## src/rtl/fsg_pkg.sv

```systemverilog
package fsg_pkg;

  localparam int ADDR_W = 3;

  localparam logic [ADDR_W-1:0] ADDR_CLK_STAT  = 3'd0;
  localparam logic [ADDR_W-1:0] ADDR_SYNC_STAT = 3'd1;
  localparam logic [ADDR_W-1:0] ADDR_CLK_SEL   = 3'd2;
  localparam logic [ADDR_W-1:0] ADDR_HI_LEN    = 3'd3;
  localparam logic [ADDR_W-1:0] ADDR_LO_LEN    = 3'd4;

  typedef enum logic [1:0] {
    PH_IDLE = 2'd0,
    PH_HIGH = 2'd1,
    PH_LOW  = 2'd2
  } fsg_phase_t;

  typedef struct packed {
    logic clear;
    logic startFrame;
    logic toLow;
    logic countUp;
  } fsg_strobe_t;

endpackage

```

## src/rtl/fsg_regs.sv

```systemverilog
module fsg_regs #(
  parameter int DATA_W = 16,
  parameter int CNT_W  = 8,
  parameter int SEL_W  = 4
) (
  input  logic                      clk,
  input  logic                      rstN,
  input  logic                      wrEn,
  input  logic [fsg_pkg::ADDR_W-1:0] wrAddr,
  input  logic [DATA_W-1:0]         wrData,
  input  logic [fsg_pkg::ADDR_W-1:0] rdAddr,
  output logic [DATA_W-1:0]         rdData,
  output logic                      mclkEn,
  output logic                      genEn,
  output logic [SEL_W-1:0]          clkSel,
  output logic [CNT_W-1:0]          hiLen,
  output logic [CNT_W-1:0]          loLen
);
  import fsg_pkg::*;

  always_ff @(posedge clk or negedge rstN) begin
    if (!rstN) begin
      mclkEn <= 1'b0;
      genEn  <= 1'b0;
      clkSel <= '0;
      hiLen  <= '0;
      loLen  <= '0;
    end else if (wrEn) begin
      case (wrAddr)
        ADDR_CLK_STAT:  mclkEn <= wrData[0];
        ADDR_SYNC_STAT: genEn  <= wrData[0];
        ADDR_CLK_SEL:   clkSel <= wrData[SEL_W-1:0];
        ADDR_HI_LEN:    hiLen  <= wrData[CNT_W-1:0];
        ADDR_LO_LEN:    loLen  <= wrData[CNT_W-1:0];
        default: ;
      endcase
    end
  end

  always_comb begin
    rdData = '0;
    case (rdAddr)
      ADDR_CLK_STAT:  rdData = DATA_W'(mclkEn);
      ADDR_SYNC_STAT: rdData = DATA_W'(genEn);
      ADDR_CLK_SEL:   rdData = DATA_W'(clkSel);
      ADDR_HI_LEN:    rdData = DATA_W'(hiLen);
      ADDR_LO_LEN:    rdData = DATA_W'(loLen);
      default:        rdData = '0;
    endcase
  end

endmodule

```

## src/rtl/fsg_src_mux.sv

```systemverilog
module fsg_src_mux #(
  parameter int NUM_SRC = 4,
  parameter int SEL_W   = 4
) (
  input  logic [NUM_SRC-1:0] srcTick,
  input  logic [SEL_W-1:0]   clkSel,
  output logic               tick
);
  logic [NUM_SRC-1:0] laneHit;

  // Select code 0 means no source; code k+1 picks lane k.
  for (genvar g = 0; g < NUM_SRC; g++) begin : gLane
    assign laneHit[g] = srcTick[g] && (clkSel == SEL_W'(g + 1));
  end

  assign tick = |laneHit;

endmodule

```

## src/rtl/fsg_ctrl.sv

```systemverilog
module fsg_ctrl (
  input  logic                 clk,
  input  logic                 rstN,
  input  logic                 run,
  input  logic                 tick,
  input  logic                 hiDone,
  input  logic                 loDone,
  output fsg_pkg::fsg_strobe_t strb,
  output logic                 fsync,
  output logic                 frameStart
);
  import fsg_pkg::*;

  fsg_phase_t phase;

  always_comb begin
    strb = '0;
    if (!run) begin
      strb.clear = 1'b1;
    end else if (tick) begin
      case (phase)
        PH_IDLE: strb.startFrame = 1'b1;
        PH_HIGH: begin
          if (hiDone) strb.toLow   = 1'b1;
          else        strb.countUp = 1'b1;
        end
        PH_LOW: begin
          if (loDone) strb.startFrame = 1'b1;
          else        strb.countUp    = 1'b1;
        end
        default: strb.clear = 1'b1;
      endcase
    end
  end

  always_ff @(posedge clk or negedge rstN) begin
    if (!rstN) begin
      phase      <= PH_IDLE;
      frameStart <= 1'b0;
    end else begin
      frameStart <= strb.startFrame;
      if (strb.clear)           phase <= PH_IDLE;
      else if (strb.startFrame) phase <= PH_HIGH;
      else if (strb.toLow)      phase <= PH_LOW;
    end
  end

  assign fsync = (phase == PH_HIGH);

endmodule

```

## src/rtl/fsg_datapath.sv

```systemverilog
module fsg_datapath #(
  parameter int CNT_W = 8
) (
  input  logic                 clk,
  input  logic                 rstN,
  input  fsg_pkg::fsg_strobe_t strb,
  input  logic [CNT_W-1:0]     hiLen,
  input  logic [CNT_W-1:0]     loLen,
  output logic                 hiDone,
  output logic                 loDone
);
  logic [CNT_W-1:0] phaseCnt;
  logic [CNT_W-1:0] hiShadow;
  logic [CNT_W-1:0] loShadow;

  always_ff @(posedge clk or negedge rstN) begin
    if (!rstN) begin
      phaseCnt <= '0;
      hiShadow <= '0;
      loShadow <= '0;
    end else if (strb.clear || strb.toLow) begin
      phaseCnt <= '0;
    end else if (strb.startFrame) begin
      phaseCnt <= '0;
      hiShadow <= hiLen;
      loShadow <= loLen;
    end else if (strb.countUp) begin
      phaseCnt <= phaseCnt + 1'b1;
    end
  end

  assign hiDone = (phaseCnt == hiShadow);
  assign loDone = (phaseCnt == loShadow);

endmodule

```

## src/rtl/frame_sync_gen.sv

```systemverilog
module frame_sync_gen #(
  parameter int DATA_W  = 16,
  parameter int CNT_W   = 8,
  parameter int NUM_SRC = 4,
  parameter int SEL_W   = 4
) (
  input  logic                       clk,
  input  logic                       rstN,
  input  logic                       wrEn,
  input  logic [fsg_pkg::ADDR_W-1:0] wrAddr,
  input  logic [DATA_W-1:0]          wrData,
  input  logic [fsg_pkg::ADDR_W-1:0] rdAddr,
  output logic [DATA_W-1:0]          rdData,
  input  logic [NUM_SRC-1:0]         srcTick,
  output logic                       fsync,
  output logic                       frameStart
);
  import fsg_pkg::*;

  logic             mclkEn;
  logic             genEn;
  logic [SEL_W-1:0] clkSel;
  logic [CNT_W-1:0] hiLen;
  logic [CNT_W-1:0] loLen;
  logic             tick;
  logic             run;
  logic             hiDone;
  logic             loDone;
  fsg_strobe_t      strb;

  assign run = mclkEn && genEn;

  fsg_regs #(.DATA_W(DATA_W), .CNT_W(CNT_W), .SEL_W(SEL_W)) u_regs (
    .clk(clk), .rstN(rstN), .wrEn(wrEn), .wrAddr(wrAddr), .wrData(wrData),
    .rdAddr(rdAddr), .rdData(rdData), .mclkEn(mclkEn), .genEn(genEn),
    .clkSel(clkSel), .hiLen(hiLen), .loLen(loLen)
  );

  fsg_src_mux #(.NUM_SRC(NUM_SRC), .SEL_W(SEL_W)) u_mux (
    .srcTick(srcTick), .clkSel(clkSel), .tick(tick)
  );

  fsg_ctrl u_ctrl (
    .clk(clk), .rstN(rstN), .run(run), .tick(tick), .hiDone(hiDone),
    .loDone(loDone), .strb(strb), .fsync(fsync), .frameStart(frameStart)
  );

  fsg_datapath #(.CNT_W(CNT_W)) u_dp (
    .clk(clk), .rstN(rstN), .strb(strb), .hiLen(hiLen), .loLen(loLen),
    .hiDone(hiDone), .loDone(loDone)
  );

endmodule

```

## config.mk

```make
export PLATFORM = sky130hd
export DESIGN_NAME = frame_sync_gen
export DESIGN_NICKNAME = d
export VERILOG_FILES = /design/src/rtl/fsg_pkg.sv /design/src/rtl/fsg_regs.sv /design/src/rtl/fsg_src_mux.sv /design/src/rtl/fsg_ctrl.sv /design/src/rtl/fsg_datapath.sv /design/src/rtl/frame_sync_gen.sv
export SDC_FILE = /design/constraint.sdc
export NUM_CORES = 1
export LEC_CHECK = 0
export CAP_MARGIN = 20
export CORE_MARGIN = 2
export CORE_UTILIZATION = 50
export CTS_BUF_LIST = sky130_fd_sc_hd__clkbuf_16
export CTS_CLUSTER_SIZE = 28
export DETAILED_ROUTE_END_ITERATION = 7
export PLACE_DENSITY = 0.85
export SKIP_LAST_GASP = 1
export SYNTH_ARGS = -nofsm -noshare
export SYNTH_HDL_FRONTEND = slang
export SYNTH_SLANG_ARGS = --single-unit
```

## constraint.sdc

```tcl
create_clock -name clk -period 3.6 [get_ports clk]
set_input_delay 0.36 -clock clk [delete_from_list [all_inputs] [get_ports clk]]
set_output_delay 0.36 -clock clk [all_outputs]
set_load 0.02 [all_outputs]
```

[Word level (Yosys, flattened, before mapping)]
Cells that the tools add are included.
Cells by class
  add/subtract/negate cells: 1
  equal/unequal tests: 16
  muxes and demuxes: 18
  bitwise gates (word level): 1
  reduce and logical (&&, ||, !) cells: 19
Operators with widths (count)
  8-bit one-hot mux with 5 select lines: 1
  8-bit 2-to-1 mux: 3
  8-bit equality test: 2
  3-bit by 2-bit equality test with 1-bit output, second input constant: 4
  2-bit AND reduction: 6
  8-bit by 1-bit adder with 8-bit output, second input constant: 1
  4-bit by 2-bit equality test with 1-bit output, second input constant: 2
  1-bit 2-to-1 mux: 7
  3-bit by 1-bit equality test with 1-bit output, second input constant: 2
  3-bit equality test, second input constant: 2
  3-bit logical NOT: 2
  2-bit 2-to-1 mux: 3
  3-bit nonzero test: 2
  1-bit logical AND: 5
  4-bit by 1-bit equality test with 1-bit output, second input constant: 1
  4-bit by 3-bit equality test with 1-bit output, second input constant: 1
  4-bit 2-to-1 mux: 1
  1-bit one-hot mux with 2 select lines: 2
  4-bit OR reduction: 1
  3-bit 2-to-1 mux: 1
  3-bit OR reduction: 1
  2-bit by 1-bit equality test with 1-bit output, second input constant: 1
  2-bit equality test, second input constant: 1
  2-bit logical NOT: 1
  other kinds (2): 2
Storage, ports and cells
  register bits: 49
  input port bits: 29
  output and inout port bits: 18
  word-level logic and storage cells: 65

[Depth between registers and ports, before layout]
  depth in word-level cells: 8
  depth in mapped cells: 9
  mapped depth without buffers: 7

[Hierarchy]
A second synthesis with hierarchy kept.
Unflattened totals
  cell total of the unflattened synthesis: 213
  area total of the unflattened synthesis: 2556.2 um^2
Modules (own cells, without submodules)
  fsg_datapath: times used 1, cells an instance 97, area each 1186.1 um^2, sequential area each 600.6 um^2
  fsg_regs: times used 1, cells an instance 85, area each 1097.3 um^2, sequential area each 550.5 um^2
  fsg_ctrl: times used 1, cells an instance 23, area each 220.2 um^2, sequential area each 75.1 um^2
  fsg_src_mux: times used 1, cells an instance 7, area each 46.3 um^2, sequential area each 0.0 um^2
  frame_sync_gen: times used 1, cells an instance 1, area each 6.3 um^2, sequential area each 0.0 um^2

[Least setup slack after synthesis]
No wires, ideal clock.
  kind: flip-flop to flip-flop
  start point: register u_dp.phaseCnt[2]
  end point: register u_dp.hiShadow[4]
  setup time: 0.125 ns
  data arrival time: 2.037 ns
  data required time: 3.475 ns
  slack: 1.438 ns
  stages on the path, launching flop included: 10
  buffers on the path: 3
  clock period less this slack: 2.162 ns
  cells stage by stage: dfrtp_1 -> buf_6 -> xor2_1 -> nor4_4 -> a41oi_2 -> nor3_4 -> and2_1 -> buf_6 -> buf_12 -> mux2_4
RTL lines
  start, declared: RTL line fsg_datapath.sv:12  | logic [CNT_W-1:0] phaseCnt;
  start signal, assigned: RTL line fsg_datapath.sv:28  | phaseCnt <= phaseCnt + 1'b1;
  end signal, assigned: RTL line fsg_datapath.sv:25  | hiShadow <= hiLen;
  end, declared: RTL line fsg_datapath.sv:13  | logic [CNT_W-1:0] hiShadow;

[Worst setup path in the final report]
  start point: input rdAddr[0] (netlist bit)
  end point: output rdData[7]
Between the ends
  word-level cells in the longest chain between the ends: 2
  elaborated cells between the ends (all ways): 6
  those cells by class: eq/ne: 4; mux: 1; reduce/logical: 1
RTL lines
  start, declared: RTL line frame_sync_gen.sv:12  | input logic [fsg_pkg::ADDR_W-1:0] rdAddr,
  3-bit equality test (tied with other cells): RTL line fsg_regs.sv:42  | case (rdAddr)
  8-bit one-hot mux with 5 select lines *: RTL line fsg_regs.sv:42
  end, declared: RTL line frame_sync_gen.sv:13  | output logic [DATA_W-1:0] rdData,
Every way passes the cells marked *; elsewhere a longest branch is shown, timed or not.

==> flow_summary.toml <==
[route]
wl_per_cell_um = 16.4
finalWirelength_um = 5390
dr.pass1.iters = 4
num_vias = 1807
viasPerCell = 5.49
drc_errors = 0
drt_iter0_markers = 107
ant_nets = 0

[power_and_ir_drop]
p_leak_uw = 0.00143
peakVddDrop_v = 0.000395
powerDensity_nw_per_um2 = 560

[cts]
numClockSinks = 49
holdBufCountCts = 0
cts_tree = "done"
clockBufferDepth = 2
numCtsBuffers = 5
root_buffer = "clkbuf_16"
cts_post_setup_buffers_inserted = 0
path_clk_slew_ns = 0.06
htree_levels = 2
ctsResizeCount = 0
clk_latency_ns = 0.28

[hold_path]
hp-class = "primary input to async pin"

[sta]
setup-violations-final = 0
post-route-period-util = 0.761
hold_viol_final = 0
relSlewSlack = 0.664
final.setup_skew_ns = 0.00419
final.setup.tns_ns = 0
fmax_ghz = 0.365
finalCriticalPeriod_ns = 2.74
rsz0062_at_grt = "false"
slew_violations = 0
worst_slew_pin_slew_ns = 0.491

[outcome]
status = "complete, no violations"

[yosys]
synth-compound-area-share = 0.0911
synthesis.area_um2 = 2670
yosys.area.top_type = "dfrtp_1"
netlist_instances = 225
syn_area_per_cell_um2 = 11.8
synth_xor_area_frac = 0.0624
synth_mux_area_frac = 0.197
synth_top_area_frac = 0.460
ys_seq_elements = 49
yosysSeqAreaShare = 0.460
synth_flop_cell = "dfrtp_1"
synth-simple-area-share = 0.112
synth_area_leaders = "dfrtp_1 (46%), mux2_2 (9.3%), mux2_4 (5.6%)"
synth_fa_ha_area_frac = 0.0235
yosys.cell_count.top_type = "dfrtp_1"
synthTopCellsByCount = "dfrtp_1 (49), mux2_2 (22), xor2_1 (17), nor2_1 (15), nand2_1 (11)"
synth_top_family_by_area = "multiplexers"
synth-edff-count = 0
yosysUniqueCellTypes = 46
synth_warnings = 0
synthArstFlopShare = 1.00

[placement]
dp_hpwl_um = 3890
gp_congestion = 0.881
port_buffers = 30

[global_routing]
grt_usage = 0.189
antenna_found_initial = 0
grt_pass1_vias = 1870
grt_pass1_wl_um = 8750
overflow = 0
grt_max_degree = 50

[layout]
final_core_util = 0.611
diodes = 0
area_growth_syn_to_layout_pct = 17.7
num-nets-final = 292
drive_gt1_frac = 0.189
nFillCells = 414

[floorplanning]
core_um2 = 5140
fp.dieArea_um2 = 5930
die_w_um = 77.0
row_count = 26
start_util = 0.519
pin_count = 47
die_h_um = 77.0

[worst_setup_path]
critPathLaunchType = "primary input"
crit_type = "primary input to output port"
crit_fanout = 7
critPathCaptureType = "output port"
required_ns = 3.24
crit_arrival_ns = 2.38

[job]
drv_cap = 0
==> area by class of cell <==
type,count,area [um^2],share of cell area
inverter,7,26.3,0.00837
sequential,49,1230,0.391
multi-input combinational,162,1330,0.422
timing repair buffer,33,330,0.105
clock inverter,3,17.5,0.00558
clock buffer,5,125,0.0399
tap,70,87.6,0.0279
==> placed cells by master (no fill, tap or decap), types with 5 or more instances in the layout <==
master / n
dfrtp_1: 49
clkdlybuf4s50_1: 29
mux2_2: 22
xor2_1: 17
nor2_1: 15
nand2_1: 11
mux2_4: 10
inv_1: 8
a21oi_1: 8
conb_1: 8
o21ai_0: 6
mux2i_1: 6
mux2_1: 6
nand3_1: 5
ha_1: 5
clkbuf_16: 5
==> sequential cells by signal, summed over array words and instances (netlist names) <==
register and flops:
u_regs.genEn 1, u_dp.loShadow 8, u_regs.hiLen 8, u_ctrl.frameStart 1, u_ctrl.phase 2, u_dp.phaseCnt 8
u_dp.hiShadow 8, u_regs.mclkEn 1, u_regs.loLen 8, u_regs.clkSel 4
==> power by group <==
group / switching [uW] / internal [uW]
combinational: 228 / 268
sequential: 117 / 694
clock: 194 / 256
==> final timing paths <==
path | startpoint | end | slack, ns | cells after the start
max | rdAddr[0] | rdData[7] | 0.86 | 5
max reg2reg | u_dp.phaseCnt[2] | u_dp.hiShadow[1] | 1.13 | 7
min | rstN | u_regs.hiLen[4] | 0.02 | 1
max in group asynchronous | rstN | u_ctrl.phase[1] | 3.05 | 2
min reg2reg | u_dp.hiShadow[0] | u_dp.hiShadow[0] | 0.52 | 1
min in group clk | u_dp.hiShadow[0] | u_dp.hiShadow[0] | 0.52 | 1
==> cell families after synthesis <==
family          after synthesis
mux                          44
flops                        49
simple gates                 52
buf+inv                      21
xor+xnor                     19
fa+ha+maj                     5
compound gates               34
other cells                   1
==> critical path, cell delays in order <==
cell             delay [ns]
clkdlybuf4s50_1        0.71
inv_1                  0.12
nor2_1                 0.35
a22o_1                 0.21
clkdlybuf4s50_1        0.63
==> per-stage QoR <==
stage / worst slack [ns] / total power, uW / cells / hold slack, ns / instance area (um^2)
floorplan: 1.44 / 1170 / 232 / 0.0644 / 2690
global route: 0.823 / 1850 / 329 / 0.0485 / 3140
global placement: 0.929 / 1280 / 320 / 0.489 / 2980
detailed placement: 0.894 / 1310 / 320 / 0.505 / 2980
finish: 0.861 / 1760 / 329 / 0.0230 / 3140
CTS: 0.877 / 1770 / 328 / 0.310 / 3120
==> routing by layer <==
layer / share of wire / global-route usage / vias to the layer above
li1: - / - / 844
met1: 0.43 / 0.231 / 917
met2: 0.52 / 0.337 / 40
met3: 0.036 / 0.0388 / 6
met4: 0.0095 / 0.0571 / 0
met5: 0 / 0 / -
Note: power is estimated with default switching activity, not from simulation.
